`config.mk`:
```
export PLATFORM = sky130hd
export DESIGN_NAME = rgn_policy_engine
export DESIGN_NICKNAME = d
export VERILOG_FILES = /design/src/rtl/rgn_pkg.sv /design/src/rtl/rgn_attr_decode.sv /design/src/rtl/rgn_comb_buf.sv /design/src/rtl/rgn_wr_limiter.sv /design/src/rtl/rgn_policy_engine.sv
export SDC_FILE = /design/constraint.sdc
export NUM_CORES = 1
export LEC_CHECK = 0
export BUFFER_PORTS_ARGS = -buffer_cell sky130_fd_sc_hd__buf_2
export CORE_MARGIN = 2
export CORE_UTILIZATION = 40
export CTS_CLUSTER_DIAMETER = 60
export CTS_CLUSTER_SIZE = 28
export DETAILED_ROUTE_END_ITERATION = 7
export GPL_TIMING_DRIVEN = 0
export PLACE_DENSITY_LB_ADDON = 0.05
export SYNTH_ARGS = -nofsm -noshare
export SYNTH_HDL_FRONTEND = slang
export SYNTH_SLANG_ARGS = --single-unit
```
`constraint.sdc`:
```
create_clock -name clk -period 5.95 [get_ports clk]
set_clock_uncertainty 0.1 [all_clocks]
set_input_delay 0.8925 -clock clk [delete_from_list [all_inputs] [get_ports clk]]
set_output_delay 0.8925 -clock clk [all_outputs]
set_load 0.02 [all_outputs]
```
`src/rtl/rgn_pkg.sv`:
```
package rgn_pkg;
  localparam int A_CD = 0;
  localparam int A_WA = 1;
  localparam int A_WP = 2;
  localparam int A_WT = 3;
  localparam int A_WC = 4;
  localparam int A_WS = 5;

  typedef struct packed {
    logic err;
    logic rd_hit;
    logic fill;
    logic bus_rd;
    logic upd;
    logic dirty;
    logic alloc;
    logic bus_wr;
    logic comb;
    logic ser;
  } rgn_dec_t;
endpackage

```
`src/rtl/rgn_attr_decode.sv`:
```
module rgn_attr_decode
  import rgn_pkg::*;
(
  input  logic [7:0] attr,
  input  logic       is_wr,
  input  logic       hit,
  output rgn_dec_t   d
);
  logic cd, wa, wp, wt, wc, ws;
  assign cd = attr[A_CD];
  assign wa = attr[A_WA];
  assign wp = attr[A_WP];
  assign wt = attr[A_WT];
  assign wc = attr[A_WC];
  assign ws = attr[A_WS];

  always_comb begin
    d = '0;
    if (!is_wr) begin
      if (ws && !cd) begin
        d.err = 1'b1;
      end else begin
        d.rd_hit = hit;
        d.fill   = !hit && !cd;
        d.bus_rd = !hit && cd;
      end
    end else if (wp) begin
      d = '0;
    end else if (((ws || wc) && !cd) || (wa && cd)) begin
      d.err = 1'b1;
    end else if (cd) begin
      d.upd    = hit;
      d.comb   = wc;
      d.bus_wr = !wc;
      d.ser    = ws && !wc;
    end else if (wt) begin
      d.upd    = hit;
      d.bus_wr = 1'b1;
    end else if (hit) begin
      d.upd   = 1'b1;
      d.dirty = 1'b1;
    end else if (wa) begin
      d.alloc = 1'b1;
    end else begin
      d.bus_wr = 1'b1;
    end
  end
endmodule

```
`src/rtl/rgn_comb_buf.sv`:
```
module rgn_comb_buf #(
  parameter int ADDR_W     = 32,
  parameter int LINE_BYTES = 32,
  parameter int WORD_BYTES = 4,
  localparam int OFF_W  = $clog2(LINE_BYTES),
  localparam int BYTE_W = $clog2(WORD_BYTES),
  localparam int WOFF_W = OFF_W - BYTE_W
) (
  input  logic                      clk,
  input  logic                      rst_n,
  input  logic                      merge,
  input  logic                      clear,
  input  logic [ADDR_W-OFF_W-1:0]   line_in,
  input  logic [WOFF_W-1:0]         word_in,
  input  logic [WORD_BYTES-1:0]     be_in,
  input  logic [8*WORD_BYTES-1:0]   wdata_in,
  output logic                      any,
  output logic [ADDR_W-OFF_W-1:0]   line_q,
  output logic [8*LINE_BYTES-1:0]   data_q,
  output logic [LINE_BYTES-1:0]     be_q
);
  assign any = |be_q;

  always_ff @(posedge clk or negedge rst_n) begin
    if (!rst_n)     line_q <= '0;
    else if (merge) line_q <= line_in;
  end

  for (genvar b = 0; b < LINE_BYTES; b++) begin : g_byte
    localparam int WIDX = b / WORD_BYTES;
    localparam int BIDX = b % WORD_BYTES;
    logic       wr_b;
    logic       v_r;
    logic [7:0] d_r;

    assign wr_b = merge && (int'(word_in) == WIDX) && be_in[BIDX];

    always_ff @(posedge clk or negedge rst_n) begin
      if (!rst_n)     v_r <= 1'b0;
      else if (clear) v_r <= 1'b0;
      else if (wr_b)  v_r <= 1'b1;
    end

    always_ff @(posedge clk) begin
      if (wr_b) d_r <= wdata_in[BIDX*8 +: 8];
    end

    assign be_q[b]          = v_r;
    assign data_q[b*8 +: 8] = d_r;
  end
endmodule

```
`src/rtl/rgn_wr_limiter.sv`:
```
module rgn_wr_limiter #(
  parameter int LIM_W = 3,
  parameter int CNT_W = 4
) (
  input  logic             clk,
  input  logic             rst_n,
  input  logic             inc,
  input  logic             dec,
  input  logic [LIM_W-1:0] limit,
  output logic             room
);
  logic [CNT_W-1:0] cnt;
  logic [LIM_W-1:0] lim_eff;
  logic             dec_ok;
  logic             inc_ok;

  assign lim_eff = (limit == '0) ? LIM_W'(1) : limit;
  assign dec_ok  = dec && (cnt != '0);
  assign inc_ok  = inc && (cnt != {CNT_W{1'b1}});
  assign room    = cnt < CNT_W'(lim_eff);

  always_ff @(posedge clk or negedge rst_n) begin
    if (!rst_n) cnt <= '0;
    else begin
      case ({inc_ok, dec_ok})
        2'b10:   cnt <= cnt + 1'b1;
        2'b01:   cnt <= cnt - 1'b1;
        default: cnt <= cnt;
      endcase
    end
  end
endmodule

```
`src/rtl/rgn_policy_engine.sv`:
```
module rgn_policy_engine
  import rgn_pkg::*;
#(
  parameter int ADDR_W     = 32,
  parameter int LINE_BYTES = 32,
  parameter int WORD_BYTES = 4,
  parameter int LIM_W      = 3,
  parameter int CNT_W      = 4,
  localparam int OFF_W  = $clog2(LINE_BYTES),
  localparam int BYTE_W = $clog2(WORD_BYTES),
  localparam int WOFF_W = OFF_W - BYTE_W,
  localparam int LANES  = LINE_BYTES / WORD_BYTES
) (
  input  logic                    clk,
  input  logic                    rst_n,
  input  logic                    req_valid,
  output logic                    req_ready,
  input  logic                    req_write,
  input  logic [ADDR_W-1:0]       req_addr,
  input  logic [WORD_BYTES-1:0]   req_be,
  input  logic [8*WORD_BYTES-1:0] req_wdata,
  input  logic [7:0]              req_attr,
  input  logic                    req_hit,
  input  logic                    flush_in,
  input  logic [LIM_W-1:0]        ws_limit,
  input  logic                    err_clr,
  output logic                    act_valid,
  output logic                    act_rd_hit,
  output logic                    act_fill,
  output logic                    act_bus_rd,
  output logic                    act_upd,
  output logic                    act_dirty,
  output logic                    act_alloc,
  output logic                    bw_valid,
  input  logic                    bw_ready,
  output logic [ADDR_W-OFF_W-1:0] bw_line,
  output logic [8*LINE_BYTES-1:0] bw_data,
  output logic [LINE_BYTES-1:0]   bw_be,
  input  logic                    bw_done,
  output logic                    err_flag
);
  rgn_dec_t dec;

  logic [ADDR_W-OFF_W-1:0] req_line;
  logic [WOFF_W-1:0]       req_word;
  logic                    cb_any;
  logic [ADDR_W-OFF_W-1:0] cb_line;
  logic [8*LINE_BYTES-1:0] cb_data;
  logic [LINE_BYTES-1:0]   cb_be;
  logic                    flush_pend;
  logic                    same_line;
  logic                    flush_for_req;
  logic                    hold;
  logic                    do_flush;
  logic                    room;
  logic                    acc;
  logic [LINE_BYTES-1:0]   one_be;

  assign req_line = req_addr[ADDR_W-1:OFF_W];
  assign req_word = req_addr[OFF_W-1:BYTE_W];

  rgn_attr_decode u_dec (
    .attr  (req_attr),
    .is_wr (req_write),
    .hit   (req_hit),
    .d     (dec)
  );

  assign same_line     = cb_any && (cb_line == req_line);
  assign flush_for_req = req_valid && cb_any && !(dec.comb && same_line);
  assign hold          = cb_any && (flush_pend || flush_for_req);
  assign do_flush      = hold && !bw_valid;

  assign req_ready = !hold &&
                     (!dec.bus_wr || (!bw_valid && (!dec.ser || room)));
  assign acc       = req_valid && req_ready;

  rgn_comb_buf #(
    .ADDR_W     (ADDR_W),
    .LINE_BYTES (LINE_BYTES),
    .WORD_BYTES (WORD_BYTES)
  ) u_cb (
    .clk      (clk),
    .rst_n    (rst_n),
    .merge    (acc && dec.comb),
    .clear    (do_flush),
    .line_in  (req_line),
    .word_in  (req_word),
    .be_in    (req_be),
    .wdata_in (req_wdata),
    .any      (cb_any),
    .line_q   (cb_line),
    .data_q   (cb_data),
    .be_q     (cb_be)
  );

  rgn_wr_limiter #(
    .LIM_W (LIM_W),
    .CNT_W (CNT_W)
  ) u_lim (
    .clk   (clk),
    .rst_n (rst_n),
    .inc   (bw_valid && bw_ready),
    .dec   (bw_done),
    .limit (ws_limit),
    .room  (room)
  );

  assign one_be = {{(LINE_BYTES-WORD_BYTES){1'b0}}, req_be} << {req_word, {BYTE_W{1'b0}}};

  always_ff @(posedge clk or negedge rst_n) begin
    if (!rst_n) flush_pend <= 1'b0;
    else        flush_pend <= flush_in || (flush_pend && cb_any && !do_flush);
  end

  always_ff @(posedge clk or negedge rst_n) begin
    if (!rst_n) begin
      bw_valid <= 1'b0;
      bw_line  <= '0;
      bw_data  <= '0;
      bw_be    <= '0;
    end else if (do_flush) begin
      bw_valid <= 1'b1;
      bw_line  <= cb_line;
      bw_data  <= cb_data;
      bw_be    <= cb_be;
    end else if (acc && dec.bus_wr) begin
      bw_valid <= 1'b1;
      bw_line  <= req_line;
      bw_data  <= {LANES{req_wdata}};
      bw_be    <= one_be;
    end else if (bw_ready) begin
      bw_valid <= 1'b0;
    end
  end

  always_ff @(posedge clk or negedge rst_n) begin
    if (!rst_n) begin
      act_valid  <= 1'b0;
      act_rd_hit <= 1'b0;
      act_fill   <= 1'b0;
      act_bus_rd <= 1'b0;
      act_upd    <= 1'b0;
      act_dirty  <= 1'b0;
      act_alloc  <= 1'b0;
    end else begin
      act_valid  <= acc;
      act_rd_hit <= acc && dec.rd_hit;
      act_fill   <= acc && dec.fill;
      act_bus_rd <= acc && dec.bus_rd;
      act_upd    <= acc && dec.upd;
      act_dirty  <= acc && dec.dirty;
      act_alloc  <= acc && dec.alloc;
    end
  end

  always_ff @(posedge clk or negedge rst_n) begin
    if (!rst_n)                err_flag <= 1'b0;
    else if (acc && dec.err)   err_flag <= 1'b1;
    else if (err_clr)          err_flag <= 1'b0;
  end
endmodule

```
Word level (Yosys, flattened, before mapping)
Cells that the tools add are included.
- input bits: 88
- ROM bits: 0
- latch bits: 0
- memories kept: 0
- output and inout port bits: 325
- register bits: 644
- logic and storage cells: 314
- memory bits (writable): 0
- eq/ne operators: 11
- bitwise gates (word level): 0
- $add $sub $neg: 2
- shift operators: 1
- reductions and logical operators: 124
- multiply operators: 0
- mux-type cells: 96
- div/mod/pow operators: 0
- magnitude comparators: 1
- operators with widths (operator ; count):
    $mux W256 ; 2
    $mux W1 ; 78
    $reduce_bool A2 Y1 ; 35
    $logic_and A1 B1 Y1 ; 69
    $mux W32 ; 2
    $mux W27 ; 2
    $reduce_or A32 Y1 ; 1
    $shl A4 B5 Y32 ; 1
    $eq A27 B27 Y1 ; 1
    $mux W6 ; 3
    $eq A3 B3 Y1 const B ; 4
    $mux W2 ; 5
    $logic_not A1 Y1 ; 9
    $pmux W4 S2 ; 1
    $eq A3 B2 Y1 const B ; 2
    $logic_not A3 Y1 ; 2
    $logic_or A1 B1 Y1 ; 6
    $mux W3 ; 2
    $add A4 B1 Y4 const B ; 1
    $lt A4 B3 Y1 ; 1
    $mux W4 ; 1
    $ne A4 B4 Y1 const B ; 1
    $reduce_bool A4 Y1 ; 1
    $sub A4 B1 Y4 const B ; 1
    4 further kinds ; 4

Logic depth before layout (Yosys ltp)
- depth in word-level cells: 20
- gate-level depth with buffers: 11
- gate-level depth less buffers: 9

Cells and area by module
Synthesis repeated with hierarchy kept, for this count alone.
- cells, all modules: 2136
- area, all modules: 25366.8 sq um
- modules (own cells, without submodules) (module ; times used ; area each (sq um) ; seq. area each (sq um) ; cells each):
    rgn_policy_engine ; 1 ; 14385.0 ; 8132.8 ; 1576
    rgn_comb_buf ; 1 ; 10457.5 ; 9163.8 ; 503
    rgn_wr_limiter ; 1 ; 354.1 ; 100.1 ; 34
    rgn_attr_decode ; 1 ; 170.2 ; 0.0 ; 23

Least setup slack after synthesis
Ideal clock, no wire load.
- path type: input-to-output
- start: in req_attr[2]
- end: out req_ready
- data required time: 4958 ps
- buffers on the path: 2
- slack: 2389 ps
- cell stages on the path: 8
- data arrival time: 2569 ps
- cells stage by stage: nand2b_1 -> nor4_1 -> nand4_1 -> o21ai_1 -> buf_2 -> clkbuf_1 -> a21oi_1 -> a21oi_1
- longest elaborated chain between the ends: 9
- elaborated cells between the ends (all ways): 14
- those cells by class: 2 x mux; 12 x reduce/logical
- RTL lines (element ; RTL line ; RTL):
    from (decl) ; rgn_policy_engine.sv:22 ; input logic [7:0] req_attr,
    $mux W6 (*) ; rgn_attr_decode.sv:27 ; end else if (wp) begin
    $mux W6 (*) ; rgn_attr_decode.sv:19 ; if (!is_wr) begin
    $logic_and A1 B1 Y1 ; rgn_policy_engine.sv:70 ; assign flush_for_req = req_valid && cb_any && !(dec.comb && same_line);
    $logic_not A1 Y1 ; rgn_policy_engine.sv:70 ;
    $logic_and A1 B1 Y1 ; rgn_policy_engine.sv:70 ;
    $logic_or A1 B1 Y1 ; rgn_policy_engine.sv:71 ; assign hold = cb_any && (flush_pend || flush_for_req);
    $logic_and A1 B1 Y1 ; rgn_policy_engine.sv:71 ;
    $logic_not A1 Y1 ; rgn_policy_engine.sv:74 ; assign req_ready = !hold &&
    $logic_and A1 B1 Y1 (*) ; rgn_policy_engine.sv:74 ;
    to (decl) ; rgn_policy_engine.sv:17 ; output logic req_ready,
Mark *: on every way between the ends. The rest lies on a longest branch, timed or not.

Final worst setup path
- start: reg u_cb.g_byte[25].v_r
- end: out req_ready
- longest elaborated chain between the ends: 9
- elaborated cells between the ends (all ways): 10
- those cells by class: 10 x reduce/logical
- RTL lines (element ; RTL line ; RTL):
    from (decl) ; rgn_comb_buf.sv:33 ; logic v_r;
    from (signal assigned) ; rgn_comb_buf.sv:39 ; if (!rst_n) v_r <= 1'b0;
    from (signal assigned) ; rgn_comb_buf.sv:40 ; else if (clear) v_r <= 1'b0;
    from (signal assigned) ; rgn_comb_buf.sv:41 ; else if (wr_b) v_r <= 1'b1;
    $reduce_or A32 Y1 (*) ; rgn_comb_buf.sv:22 ; assign any = |be_q;
    $logic_and A1 B1 Y1 ; rgn_policy_engine.sv:69 ; assign same_line = cb_any && (cb_line == req_line);
    $logic_and A1 B1 Y1 ; rgn_policy_engine.sv:70 ;
    $logic_not A1 Y1 ; rgn_policy_engine.sv:70 ;
    $logic_and A1 B1 Y1 ; rgn_policy_engine.sv:70 ;
    $logic_or A1 B1 Y1 ; rgn_policy_engine.sv:71 ;
    $logic_and A1 B1 Y1 (*) ; rgn_policy_engine.sv:71 ;
    $logic_not A1 Y1 (*) ; rgn_policy_engine.sv:74 ;
    $logic_and A1 B1 Y1 (*) ; rgn_policy_engine.sv:74 ;
Marked as above.

==> run metrics <==
RSZ-0062 raised after global routing no; CP Cell Sequence nor4_1 -> nand4_1 -> nor2_1 -> buf_2 -> buf_2 -> clkbuf_1 -> a21oi_1 -> a21oi_1 -> buf_2; First-pass DRT Iterations 6; post-synthesis cell count 2311; Die X 271 µm; DRC 0; Hold Buf Count CTS 0; Synth Flop Type dfrtp_1; complex-gate fraction of the synthesized area 0.262; worst setup path class reg2out; layout cells sized above 1 0.225; Final Util 0.479; Via density 6.74; fin. max-slew vios 0; Syn Nets 2405; Yosys top cell area share 0.341; maximum clock path buffer count 3; Multi-input gate area 9720 µm²; num rows 97; Critical Path RT 4960 ps; Post-synth ARST share 0.602; Post-CTS Repair Setup Buffers 0; initial antenna violation count 14; Final HPWL DP 92700 µm; Hold Path Class in2async; Final Critical Period 5170 ps; Max stage delay on crit path 540 ps; CTS H-tree lvls 2; Netlist Area Pre-Place 28500 µm²; Port Buffers 407; filler instances 6518; Setup Viol. Count Final 0; status finished, final reports clean; Slew Limit Headroom 0.0265; Most common cell on crit path buf_2; total core area 70300 µm²; Reg area 17400 µm²; GR Util All Layers 0.345; post-route clock period utilization 0.868; max frequency 0.194 GHz; #FFs+latches synth 644; drt total wl 130000 µm; multiplexer area fraction after synthesis 0.0110; adder-cell share of the synthesized area 0.00290; clk root buf clkbuf_16; Yosys top cell by area dfrtp_1; IO Count 413; Initial Utilization 0.405; Worst Path Max Fanout 10; slowest CP cell clkbuf_1; Mean Syn Cell Area 12.3 µm²; Max-Cap Viols 0; Synth Warn # 0; Die ar. 73300 µm²; vias after detailed routing 25435; critical path data arrival time 4170 ps; first-pass GRT wire length 183000 µm; pin count of the biggest net entering global routing 104; number of synthesized flops with an enable pin 256; Area Overhead vs Synth 18.3%; synth top area cells dfrtp_1 34%, edfxtp_1 27%, a2111oi_0 9.7%; Final Hold Violating Endpoints 0; Clock Sinks 644; register area share after synthesis 0.611; Clk Latency, worst-skew pair 650 ps; crit path launch type flip-flop; Critical Path Sink Type output port; WL/cell 34.6 µm; final net count 2880; worst slew pin tran 1450 ps; Yosys cell types 51; via count of the first global-routing pass 25014; largest family of logic cells by synthesized area compound AO/OA/AOI/OAI gates; CTS tree done; Routability Congestion 0.918; Clock transition at path regs 70 ps; simple-gate share of the synthesized area 0.0539; grt ovf 0; Post-Synth XOR/XNOR Area 0.00954; CP bufs+invs 4; first-iteration detailed-routing DRC count 3210; Final ANT Viol Nets 0; die height 271 µm; cts bufs inserted 53; CP top delay family buffers and inverters; PostCTS Resize Cnt 0
-- per-stage QoR --
step,setup TNS (ps),cells,instance area [µm²],hold slack (ps),setup WS (ps)
3_3_place_gp,-1672250,3658,31700,408,-4370
2_1_floorplan,0,2311,28500,384,2390
4_1_cts,0,3763,33600,169,897
6_report,0,3773,33700,137,783
5_1_grt,0,3768,33700,194,681
3_5_place_dp,0,3666,31800,414,959
-- path summary, 6_finish.rpt --
check / slack, ps / end / cells after the start / start
worst max-delay path: 780 / req_ready / 9 / u_cb.g_byte[25].v_r$_DFFE_PN0P_
worst min-delay path: 140 / bw_data[25]$_DFFE_PN0P_ / 1 / rst_n
worst max register to register: 1290 / u_cb.g_byte[5].d_r[5]$_DFFE_PP_ / 8 / u_cb.g_byte[25].v_r$_DFFE_PN0P_
worst min register to register: 430 / u_cb.g_byte[29].v_r$_DFFE_PN0P_ / 2 / u_cb.g_byte[29].v_r$_DFFE_PN0P_
max in group asynchronous: 4030 / u_cb.g_byte[14].v_r$_DFFE_PN0P_ / 3 / rst_n
min in group clk: 340 / flush_pend$_DFF_PN0_ / 2 / flush_in
-- cell families (layout without fill, tap and decap cells) --
logic type,count (synthesis),in the layout
AOI/OAI and AO/OA,1000,1000
DFF,644,644
adders and majority gates,6,6
other,0,5
xor gates and xnor gates,31,31
muxes,28,28
and+or+nand+nor,261,261
buffers and inverters,341,858
-- cell type report --
class | count | area share
clock buffer | 57 | 0.0401
inverter | 10 | 0.00111
timing repair buffer | 420 | 0.0652
clock inverter | 40 | 0.0129
sequential | 644 | 0.517
tap | 940 | 0.0349
multi-input combinational | 1326 | 0.289
buffer | 331 | 0.0402
antenna | 5 | 0.000372
-- synth_stat cells (2+ instances only) --
| cell type | instances |
|---|---|
| a31oi_1 | 316 |
| nor2_1 | 76 |
| nand4_1 | 65 |
| a21oi_1 | 4 |
| dfrtp_1 | 388 |
| buf_2 | 40 |
| nand2_1 | 12 |
| nand2_4 | 30 |
| nor3_1 | 36 |
| ha_1 | 5 |
| xnor2_1 | 2 |
| a2111oi_0 | 315 |
| o31ai_1 | 283 |
| o21ai_1 | 2 |
| mux2_2 | 27 |
| buf_1 | 23 |
| a41oi_1 | 32 |
| nand3_1 | 6 |
| o21a_1 | 2 |
| or2_2 | 2 |
| or3_1 | 3 |
| nor4_1 | 14 |
| o21ai_0 | 35 |
| nand2b_1 | 10 |
| edfxtp_1 | 256 |
| buf_6 | 6 |
| inv_1 | 9 |
| xor2_1 | 29 |
| clkbuf_1 | 258 |
| buf_4 | 4 |
-- registers in the layout, summed over array words and instances (netlist names), 4 cells and up --
name and flops:
bw_data 256, u_cb.g_byte.d_r 256, bw_be 32, u_cb.g_byte.v_r 32
bw_line 27, u_cb.line_q 27, u_lim.cnt 4
-- worst reg2reg max path, delay by kind of cell, from the launching register on --
kind	cells	cell delay, ps
AO/OA/AOI/OAI	1	200
buffers and inverters	2	760
AND/OR/NAND/NOR	5	2780
flip-flops	1	420
-- metal layers --
| metal | part of all wire | track usage | up-vias | wire (µm) |
|---|---|---|---|---|
| li1 | - | - | 10559 | - |
| met1 | 0.38 | 0.437 | 13030 | 49500 |
| met2 | 0.47 | 0.556 | 1525 | 61000 |
| met3 | 0.11 | 0.0987 | 307 | 13900 |
| met4 | 0.045 | 0.145 | 14 | 5870 |
| met5 | 0.00067 | 0 | - | 88 |
-- cell usage in the layout (no fill, tap or decap), drive strengths merged, types with 5 or more instances in the layout --
cell,count
buf,490
clkbuf,318
a41oi,32
edfxtp,256
nor4,15
nand4,65
nor2,76
clkinv,14
o31ai,283
nand3,6
a2111oi,315
mux2,27
ha,5
xor2,29
nand2b,10
diode,5
nand2,42
nor3,36
clkinvlp,5
o21ai,37
inv,30
a31oi,316
a21oi,5
dfrtp,388
Power is left out: the tool's default activity adds up to more than one toggle a clock period on the data nets, which glitch-free logic cannot reach.
